File: src/rtl/intack_pkg.sv
package intack_pkg;

  typedef enum logic [2:0] {
    PH_IDLE,
    PH_T1,
    PH_T2,
    PH_T3,
    PH_T4,
    PH_GAP,
    PH_DONE
  } phase_e;

  typedef struct packed {
    logic ale;
    logic inta;
    logic rd;
    logic lock;
  } bus_ctl_t;

endpackage

File: src/rtl/intack_phase_fsm.sv
module intack_phase_fsm
  import intack_pkg::*;
#(
  parameter int unsigned GAP_STATES = 2,
  parameter int unsigned NUM_CYC    = 2
) (
  input  logic   clk_i,
  input  logic   rst_ni,
  input  logic   req_i,
  input  logic   src_ext_i,
  input  logic   ready_i,
  output phase_e phase_o,
  output logic   accept_int_o,
  output logic   capture_o
);

  localparam int unsigned GW = (GAP_STATES > 1) ? $clog2(GAP_STATES) : 1;
  localparam int unsigned CW = (NUM_CYC > 1) ? $clog2(NUM_CYC) : 1;
  localparam logic [GW-1:0] GAP_LOAD = GW'(GAP_STATES - 1);
  localparam logic [CW-1:0] CYC_LAST = CW'(NUM_CYC - 1);

  phase_e        phase_q, phase_d;
  logic [GW-1:0] gap_q, gap_d;
  logic [CW-1:0] cyc_q, cyc_d;
  logic          last_cyc;

  assign last_cyc = (cyc_q == CYC_LAST);

  always_comb begin
    phase_d = phase_q;
    gap_d   = gap_q;
    cyc_d   = cyc_q;
    unique case (phase_q)
      PH_IDLE: begin
        if (req_i) begin
          cyc_d   = '0;
          phase_d = src_ext_i ? PH_T1 : PH_DONE;
        end
      end
      PH_T1: phase_d = PH_T2;
      PH_T2: phase_d = PH_T3;
      PH_T3: if (ready_i) phase_d = PH_T4;
      PH_T4: begin
        if (last_cyc) begin
          phase_d = PH_DONE;
        end else begin
          cyc_d   = cyc_q + 1'b1;
          gap_d   = GAP_LOAD;
          phase_d = PH_GAP;
        end
      end
      PH_GAP: begin
        if (gap_q == '0) phase_d = PH_T1;
        else             gap_d   = gap_q - 1'b1;
      end
      PH_DONE: phase_d = PH_IDLE;
      default: phase_d = PH_IDLE;
    endcase
  end

  always_ff @(posedge clk_i or negedge rst_ni) begin
    if (!rst_ni) begin
      phase_q <= PH_IDLE;
      gap_q   <= '0;
      cyc_q   <= '0;
    end else begin
      phase_q <= phase_d;
      gap_q   <= gap_d;
      cyc_q   <= cyc_d;
    end
  end

  assign phase_o      = phase_q;
  assign accept_int_o = (phase_q == PH_IDLE) && req_i && !src_ext_i;
  // type byte only in the final cycle, on the edge that leaves T3
  assign capture_o    = (phase_q == PH_T3) && ready_i && last_cyc;

endmodule

File: src/rtl/intack_bus_decode.sv
module intack_bus_decode
  import intack_pkg::*;
(
  input  phase_e   phase_i,
  output bus_ctl_t ctl_o
);

  logic in_cycle;

  assign in_cycle = (phase_i == PH_T1) || (phase_i == PH_T2) ||
                    (phase_i == PH_T3) || (phase_i == PH_T4);

  always_comb begin
    ctl_o      = '0;
    ctl_o.ale  = (phase_i == PH_T1);
    ctl_o.inta = in_cycle;
    ctl_o.rd   = 1'b0;
    ctl_o.lock = in_cycle || (phase_i == PH_GAP);
  end

endmodule

File: src/rtl/intack_type_latch.sv
module intack_type_latch #(
  parameter int unsigned TYPE_W = 8
) (
  input  logic              clk_i,
  input  logic              rst_ni,
  input  logic              load_int_i,
  input  logic [TYPE_W-1:0] int_type_i,
  input  logic              capture_i,
  input  logic [TYPE_W-1:0] ad_i,
  output logic [TYPE_W-1:0] type_o
);

  logic [TYPE_W-1:0] type_q;

  always_ff @(posedge clk_i or negedge rst_ni) begin
    if (!rst_ni)         type_q <= '0;
    else if (load_int_i) type_q <= int_type_i;
    else if (capture_i)  type_q <= ad_i;
  end

  assign type_o = type_q;

endmodule

File: src/rtl/intack_seq.sv
module intack_seq
  import intack_pkg::*;
#(
  parameter int unsigned TYPE_W     = 8,
  parameter int unsigned GAP_STATES = 2,
  parameter int unsigned NUM_CYC    = 2
) (
  input  logic              clk_i,
  input  logic              rst_ni,
  input  logic              req_i,
  input  logic              src_ext_i,
  input  logic [TYPE_W-1:0] int_type_i,
  input  logic              ready_i,
  input  logic [TYPE_W-1:0] ad_i,
  output logic              ale_o,
  output logic              inta_o,
  output logic              rd_o,
  output logic              lock_o,
  output logic              done_o,
  output logic [TYPE_W-1:0] type_o
);

  phase_e   phase_w;
  logic     accept_int_w;
  logic     capture_w;
  bus_ctl_t ctl_w;

  intack_phase_fsm #(
    .GAP_STATES(GAP_STATES),
    .NUM_CYC   (NUM_CYC)
  ) u_fsm (
    .clk_i       (clk_i),
    .rst_ni      (rst_ni),
    .req_i       (req_i),
    .src_ext_i   (src_ext_i),
    .ready_i     (ready_i),
    .phase_o     (phase_w),
    .accept_int_o(accept_int_w),
    .capture_o   (capture_w)
  );

  intack_bus_decode u_dec (
    .phase_i(phase_w),
    .ctl_o  (ctl_w)
  );

  intack_type_latch #(
    .TYPE_W(TYPE_W)
  ) u_type (
    .clk_i     (clk_i),
    .rst_ni    (rst_ni),
    .load_int_i(accept_int_w),
    .int_type_i(int_type_i),
    .capture_i (capture_w),
    .ad_i      (ad_i),
    .type_o    (type_o)
  );

  assign ale_o  = ctl_w.ale;
  assign inta_o = ctl_w.inta;
  assign rd_o   = ctl_w.rd;
  assign lock_o = ctl_w.lock;
  assign done_o = (phase_w == PH_DONE);

endmodule

File: config.mk
export PLATFORM = sky130hd
export DESIGN_NAME = intack_seq
export DESIGN_NICKNAME = d
export VERILOG_FILES = /design/src/rtl/intack_pkg.sv /design/src/rtl/intack_phase_fsm.sv /design/src/rtl/intack_bus_decode.sv /design/src/rtl/intack_type_latch.sv /design/src/rtl/intack_seq.sv
export SDC_FILE = /design/constraint.sdc
export NUM_CORES = 1
export LEC_CHECK = 0
export ABC_AREA = 1
export ABC_CLOCK_PERIOD_IN_PS = 1950
export CAP_MARGIN = 20
export CORE_MARGIN = 5
export CORE_UTILIZATION = 41
export CTS_CLUSTER_SIZE = 16
export DETAILED_ROUTE_END_ITERATION = 8
export GPL_ROUTABILITY_DRIVEN = 0
export GPL_TIMING_DRIVEN = 1
export PLACE_DENSITY = 0.78
export SYNTH_ARGS = -nofsm -noshare
export SYNTH_HDL_FRONTEND = slang
export SYNTH_SLANG_ARGS = --single-unit
File: constraint.sdc
create_clock -name clk_i -period 1.95 [get_ports clk_i]
set_clock_uncertainty 0.2 [all_clocks]
set_input_delay 0.39 -clock clk_i [delete_from_list [all_inputs] [get_ports clk_i]]
set_output_delay 0.39 -clock clk_i [all_outputs]
set_load 0.01 [all_outputs]
### Yosys cells after proc, flatten, opt, wreduce, memory -nomap -nowiden

Cells that the tools add are included.

| word-level totals | value |
|---|---|
| bits in registers | 13 |
| input bits | 21 |
| word-level logic and storage cells | 46 |
| output and inout bits | 13 |

| cells by class | value |
|---|---|
| equality and inequality tests | 10 |
| mux-type cells | 14 |
| reductions and logical operators | 16 |
| add/subtract/negate cells | 2 |

Operator list:

| cell | count |
|---|---|
| 3-bit case mux with 6 select lines | 1 |
| 8-bit 2-to-1 mux | 2 |
| 3-bit 2-to-1 mux | 4 |
| 3-bit == test (second input constant) | 3 |
| 2-bit inequality test (second input constant) | 4 |
| 3-bit by 2-bit == test with 1-bit output (second input constant) | 2 |
| 2-bit nonzero test | 3 |
| 1-bit logical AND | 4 |
| 1-bit logical OR | 4 |
| 1-bit 2-to-1 mux | 4 |
| 1-bit case mux with 2 select lines | 2 |
| 2-bit AND reduction | 2 |
| 3-bit by 1-bit == test with 1-bit output (second input constant) | 1 |
| 3-bit zero test | 1 |
| 3-bit AND reduction | 1 |
| 2-bit 2-to-1 mux | 1 |
| 1-bit adder (second input constant) | 1 |
| 1-bit zero test | 1 |
| 1-bit subtractor (second input constant) | 1 |

### Logic depth before layout (Yosys ltp)

Gate-level depths: netlist (run 1).

| depth | value |
|---|---|
| depth after elaboration | 5 |
| mapped depth | 8 |
| gate-level depth less buffers | 7 |

### Cells and area by module

From an unflattened synthesis (run 1), not the netlist that was laid out.

| second synthesis, totals | value |
|---|---|
| cells, all modules | 107 |
| area, all modules | 769.5 µm² |

Modules (own cells, without submodules):

| module | area an instance (µm²) | cells an instance | instances | seq. area each (µm²) |
|---|---|---|---|---|
| intack_type_latch | 374.1 | 44 | 1 | 200.2 |
| intack_phase_fsm | 325.3 | 49 | 1 | 125.1 |
| intack_bus_decode | 60.1 | 12 | 1 | 0.0 |
| intack_seq | 10.0 | 2 | 1 | 0.0 |

### Least setup slack after synthesis (run 1)

OpenSTA, ideal clock, no wires.

| path | value |
|---|---|
| path type | flip-flop to output port |
| start | register u_fsm.phase_q[0], in the netlist u_fsm.phase_o[0] |
| end | output lock_o |
| cell stages (with the launch flop) | 6 |
| data arrival time | 912 ps |
| setup slack | 448 ps |
| buffers on the path | 1 |
| cells stage by stage | dfrtp_1 buf_6 nor2_4 inv_2 nand2_1 o21ai_0 |

| between the ends | value |
|---|---|
| longest elaborated chain between the ends | 5 |
| elaborated cells on any way between the ends | 9 |
| classes of those cells | eq/ne: 5; reduce/logical: 4 |

Ends and longest elaborated chain:

| item | RTL line | text |
|---|---|---|
| start: declaration | intack_phase_fsm.sv:22 | `phase_e phase_q, phase_d;` |
| start signal: assignment | intack_phase_fsm.sv:67 | `phase_q <= phase_d;` |
| 3-bit by 1-bit == test with 1-bit output / 3-bit by 2-bit == test with 1-bit output (equally long branches) | intack_bus_decode.sv:10 | `assign in_cycle = (phase_i == PH_T1) \|\| (phase_i == PH_T2) \|\|` |
| 1-bit logical OR (2 in series) | intack_bus_decode.sv:10 |  |
| 1-bit logical OR | intack_bus_decode.sv:11 | `(phase_i == PH_T3) \|\| (phase_i == PH_T4);` |
| 1-bit logical OR (*) | intack_bus_decode.sv:18 | `ctl_o.lock = in_cycle \|\| (phase_i == PH_GAP);` |
| end: declaration | intack_seq.sv:18 | `output logic lock_o,` |

Mark *: on every way between the ends. The rest lies on a longest branch, timed or not.

### Worst setup path in the final report (run 1)

Same ends and word-level chain as after synthesis.

==> results.md, run 1 <==
- Sequential area share after synthesis: 41.5%
- TritonCTS Buffers: 3
- Clock sinks: 13
- Hold Buf Count CTS: 0
- DRC errors left: 0
- Remaining antenna violation count: 0
- Area Overhead vs Synth: 51.2%
- Final HPWL from detailed placement: 1630 um
- Crit. End Element: output pin
- Worst Path Required: 1360 ps
- # port buffers: 32
- Fill count: 171
- WP data arrival: 1260 ps
- Core Box Area: 1760 sq um
- Routed WL: 2030 um
- Reg2reg start: u_fsm.phase_o[0]
- Max Transition Viols Final: 0
- Crit Path Max Fanout: 3
- Hold Crit Class: input port to asynchronous set/reset pin
- Fin crit share: 94.7%
- Most common cell after layout, fill and taps aside: nand2_1
- Synth Register Bits: 13
- Share of layout cells above drive strength 1: 16.9%
- Grt ovf: 0
- Cell Chain, Critical Path: nor2_4 -> inv_2 -> nand2_1 -> o21ai_0 -> clkdlybuf4s15_1
- Post-Syn Instances: 108
- Routed length per instance: 11.7 um
- Number of unique standard cell types used by synthesis: 20
- DR iter-0 viols: 11
- Total track usage: 16.3%
- Syn_nets: 129
- Die Y-Extent: 53.7 um
- PwrDens: 1390 nW/um^2
- Max Cap Viol: 0
- RSZ-0062 raised after global routing: no
- Synth Cell Area: 785 sq um
- CTS root buf: clkbuf_4
- Peak supply drop: 0.000816 V
- Worst Setup SP: u_fsm.phase_o[0]
- Num rows: 15
- Status: complete, no violations
- Hold WS: 236 ps
- Clock transition at path regs: 80 ps
- CP peak stage delay: 440 ps
- Fin. Hold Viols: 0
- Initial Utilization: 44.5%
- Minimum clock period: 1850 ps
- Final setup fails: 0
- Setup CP Type: flop to output pin
- Post-DR vias/cell: 4.65
- Setup TNS: 0 ps
- Syn avg cell area: 7.26 sq um
- N_diodes: 0
- First-pass GRT wire length: 3460 um
- Slowest CP cell: dfrtp_2
- Clk_lat worst skew: 260 ps
- Die width: 53.7 um
- CP Launch Type: flop
- Clk buf depth: 2
- Synth warn: 0
- Peak Freq: 541 MHz
- Die ar.: 2890 sq um
- Vias in the first global route: 801
- Most frequent cells in the layout: nand2_1, clkdlybuf4s50_1, nand3_1, dfrtp_1, inv_1
- H-Tree Depth: 1
- Pleak: 0.605 nW
- # IOs: 34
- Detailed Routing Iterations Pass 1: 4
- TritonCTS clock tree: yes
- Via Count: 805
- Layout Nets: 170
- Largest net degree at the start of global routing: 14
- Initial antenna violation count: 0
-- path summary, 6_finish.rpt --
path / slack, ps / end / cells past startpoint
min in group clk_i: 310 / u_type.type_o[0] / 2
min: 240 / u_type.type_o[4] / 2
max: 100 / lock_o / 5
max reg2reg: 410 / u_fsm.phase_o[0] / 7
max in group asynchronous: 1130 / u_fsm.phase_o[0] / 2
min reg2reg: 310 / u_type.type_o[0] / 2
-- layout make-up --
type,count,area [sq um],area share (%)
clock buffers,4,26.3,2.22
repair buffers,39,365,30.8
flip-flops and latches,13,328,27.6
multi-input cells,76,373,31.4
well taps,25,31.3,2.64
inverters,16,62.6,5.27
-- kinds of logic (layout without fill, tap and decap cells) --
kind of cell,Yosys count,in the layout,synth area share [%]
other cells,1,1,0.478
compound gates,4,4,2.87
simple gates,71,71,44.2
flops,13,13,41.5
buf+inv,19,59,11.0
-- cell usage after synthesis --
cell      instances  area [sq um]
nand2_1          38           143
o211ai_1          1          7.51
nor2_4            2          22.5
inv_1            10          37.5
nand3b_1          1          7.51
nand2_4           1          11.3
buf_2             1          5.00
conb_1            1          3.75
dfrtp_1          13           325
inv_2             4          15.0
clkinv_2          2          10.0
nand4_4           1          21.3
nor3_1            2          10.0
o21ai_0           3          15.0
buf_6             1          11.3
nand4_1           1          6.26
nand3_1          21           105
nand2_2           2          12.5
buf_4             1          7.51
nor2_1            2          7.51
-- registers in the layout, indices dropped and copies added (netlist names) --
signal / cells
u_type.type_o: 8
u_fsm.phase_o: 3
u_fsm.cyc_q: 1
u_fsm.gap_q: 1
-- metal layers --
layer | share of wire (%) | up-vias | global-route usage (%)
met5 | 0 | - | 0
met4 | 1.2 | 0 | 3.40
met3 | 10 | 4 | 7.20
met2 | 49 | 39 | 29.0
met1 | 40 | 342 | 17.6
li1 | - | 420 | -
-- report_power, final --
part	leakage (nW)	internal, mW	switching, mW
Sequential	0.157	0.404	0.102
Combinational	0.433	0.462	0.508
Clock	0.0150	0.0789	0.0870
-- critical path, delay by kind of cell, from the launching register on --
family                 cells  cell delay (ps)
AND/OR/NAND/NOR            2              190
AO/OA/AOI/OAI              1               80
buffers and inverters      2              280
flip-flops                 1              440
-- through the flow --
step	power [mW]	util, %	area, sq um	worst slack, ps	std cells
2_1_floorplan	1.03	-	785	448	108
3_3_place_gp	1.43	65.2	1150	127	167
3_5_place_dp	1.47	65.2	1150	84.5	167
4_1_cts	1.64	67.4	1190	57.7	173
5_1_grt	1.79	67.2	1190	3.68	173
6_report	1.64	67.2	1190	103	173
-- repair_timing --
action,CTS,global route
gates resized for setup,6,3
buffers inserted,2,0
setup endpoints to repair,4,2
(Power assumes the default switching activity.)
==> inputs of run 2 (changes only) <==
--- a/config.mk
+++ b/config.mk
@@ -15,6 +15,7 @@
 export GPL_ROUTABILITY_DRIVEN = 0
 export GPL_TIMING_DRIVEN = 1
 export PLACE_DENSITY = 0.78
+export REMOVE_ABC_BUFFERS = 1
 export SYNTH_ARGS = -nofsm -noshare
 export SYNTH_HDL_FRONTEND = slang
 export SYNTH_SLANG_ARGS = --single-unit
==> run 2 against run 1 <==
Maximum frequency shrank 2.0%; clock-buffer cell count unchanged; hold slack worse by 16 ps; non-clock buffer count rose by 2; die area unchanged; first-iteration DRC count fell by 64%; critical endpoint unchanged; largest cell class is now non-clock buffers.
==> results.md, run 2 (synthesized netlist as in run 1, its figures left out) <==
- WP data arrival: 1300 ps
- Via Count: 841
- Status: complete, no violations
- Final Util: 68.1%
- Most frequent cells in the layout: nand2_1, clkdlybuf4s50_1, nand3_1, dfrtp_1, inv_1
- CTS root buf: clkbuf_4
- Die width: 53.7 um
- Crit. End Element: output pin
- RSZ-0062 raised after global routing: no
- Crit Path Max Fanout: 4
- Routed WL: 2030 um
- Setup TNS: 0 ps
- DRC errors left: 0
- PwrDens: 1380 nW/um^2
- DR WL met3: 155 um
- Initial antenna violation count: 0
- Placed insts: 167
- Routed length per instance: 11.6 um
- Die ar.: 2890 sq um
- Worst Path Required: 1360 ps
- First-pass GRT wire length: 3690 um
- Hold WS: 220 ps
- Area Overhead vs Synth: 53.1%
- Minimum clock period: 1890 ps
- Share of layout cells above drive strength 1: 18.0%
- Setup CP Type: flop to output pin
- Initial Utilization: 44.5%
- Max reg flops: 8
- Post-DR vias/cell: 4.81
- Detailed Routing Iterations Pass 1: 4
- Wire length on met2: 1010 um
- Final setup fails: 0
- CP Launch Type: flop
- Top Layer Used: met4
- Clock transition at path regs: 80 ps
- Clk_lat worst skew: 260 ps
- # IOs: 34
- Worst Setup SP: u_fsm.phase_o[1]
- Core Box Area: 1760 sq um
- Clock sinks: 13
- Largest net degree at the start of global routing: 14
- Layout Cells excl Fill: 175
- Setup WS post-layout: 64.9 ps
- N_diodes: 0
- DP Worst Slack: 91.2 ps
- Hold Buf Count CTS: 0
- Fin crit share: 96.7%
- Num rows: 15
- Max Cap Viol: 0
- Die Y-Extent: 53.7 um
- TritonCTS Buffers: 3
- Most common cell after layout, fill and taps aside: nand2_1
- # port buffers: 32
- Grt ovf: 0
- Reg2reg start: u_fsm.phase_o[0]
- Fin. Hold Viols: 0
- H-Tree Depth: 1
- TritonCTS clock tree: yes
- Pleak: 0.615 nW
- Vias in the first global route: 907
- Total track usage: 17.4%
- Max Transition Viols Final: 0
- DR iter-0 viols: 4
- Layout Nets: 172
- Remaining antenna violation count: 0
- Metal-1 WL: 834 um
- Peak Freq: 530 MHz
- Peak supply drop: 0.000706 V
- Final HPWL from detailed placement: 1530 um
- Clk buf depth: 2
- Hold Crit Class: input port to asynchronous set/reset pin
[run 2: changes by cell type in the layout (fill, tap and decap cells not counted), sizes merged]
| cell | before | now |
|---|---|---|
| buf | 7 | 9 |
[run 2: worst max-delay path: stages, from the launching register on]
cell             delay [ps]
dfrtp_2                 440
buf_4                   160
o21ai_0                 170
clkdlybuf4s15_1         270
[run 2: power breakdown]
part	internal, mW	switching [mW]	total, mW
clock	0.0790	0.0813	0.160
combinational	0.483	0.504	0.987
sequential	0.405	0.103	0.507
total	0.966	0.688	1.65
[run 2: metal layers]
layer  global-route usage, %  vias up
met5                       0        -
met4                    6.81        0
met3                    4.99        4
met2                    32.1       38
met1                    18.2      375
li1                        -      424
[run 2: final cells by class]
type                            count  area [sq um]
Clock buffer                        4          26.3
Fill cell                         166           563
Inverter                           16          62.6
Multi-Input combinational cell     76           373
Sequential cell                    13           328
Tap cell                           25          31.3
Timing Repair Buffer               41           380
[run 2: repair_timing]
| item | 4_1_cts | 5_1_grt |
|---|---|---|
| endpoints found under the setup margin | 4 | 2 |
| setup buffers | 4 | 0 |
| resized for setup | 6 | 3 |
[run 2: through the flow]
step / instance area, sq um / power [mW]
global placement: 1150 / 1.43
finish: 1200 / 1.65
CTS: 1200 / 1.65
detailed placement: 1150 / 1.45
global route: 1200 / 1.80
floorplan: 761 / 1.00
[run 2: worst paths after layout]
path | slack [ps] | end | cells past startpoint
max in group asynchronous | 1140 | u_fsm.phase_o[0] | 2
setup / recovery | 60 | lock_o | 3
setup reg to reg | 390 | u_fsm.phase_o[1] | 9
hold / removal | 220 | u_type.type_o[4] | 2
hold reg to reg | 290 | u_fsm.gap_q | 2
min in group clk_i | 290 | u_fsm.gap_q | 2
==> inputs of run 3 (changes only) <==
--- a/config.mk
+++ b/config.mk
@@ -13,7 +13,6 @@
 export CTS_CLUSTER_SIZE = 16
 export DETAILED_ROUTE_END_ITERATION = 8
 export GPL_ROUTABILITY_DRIVEN = 0
-export GPL_TIMING_DRIVEN = 1
 export PLACE_DENSITY = 0.78
 export REMOVE_ABC_BUFFERS = 1
 export SYNTH_ARGS = -nofsm -noshare
==> results of run 3 <==
Same layout as run 2: the final DEF is identical, and so are final timing and power.
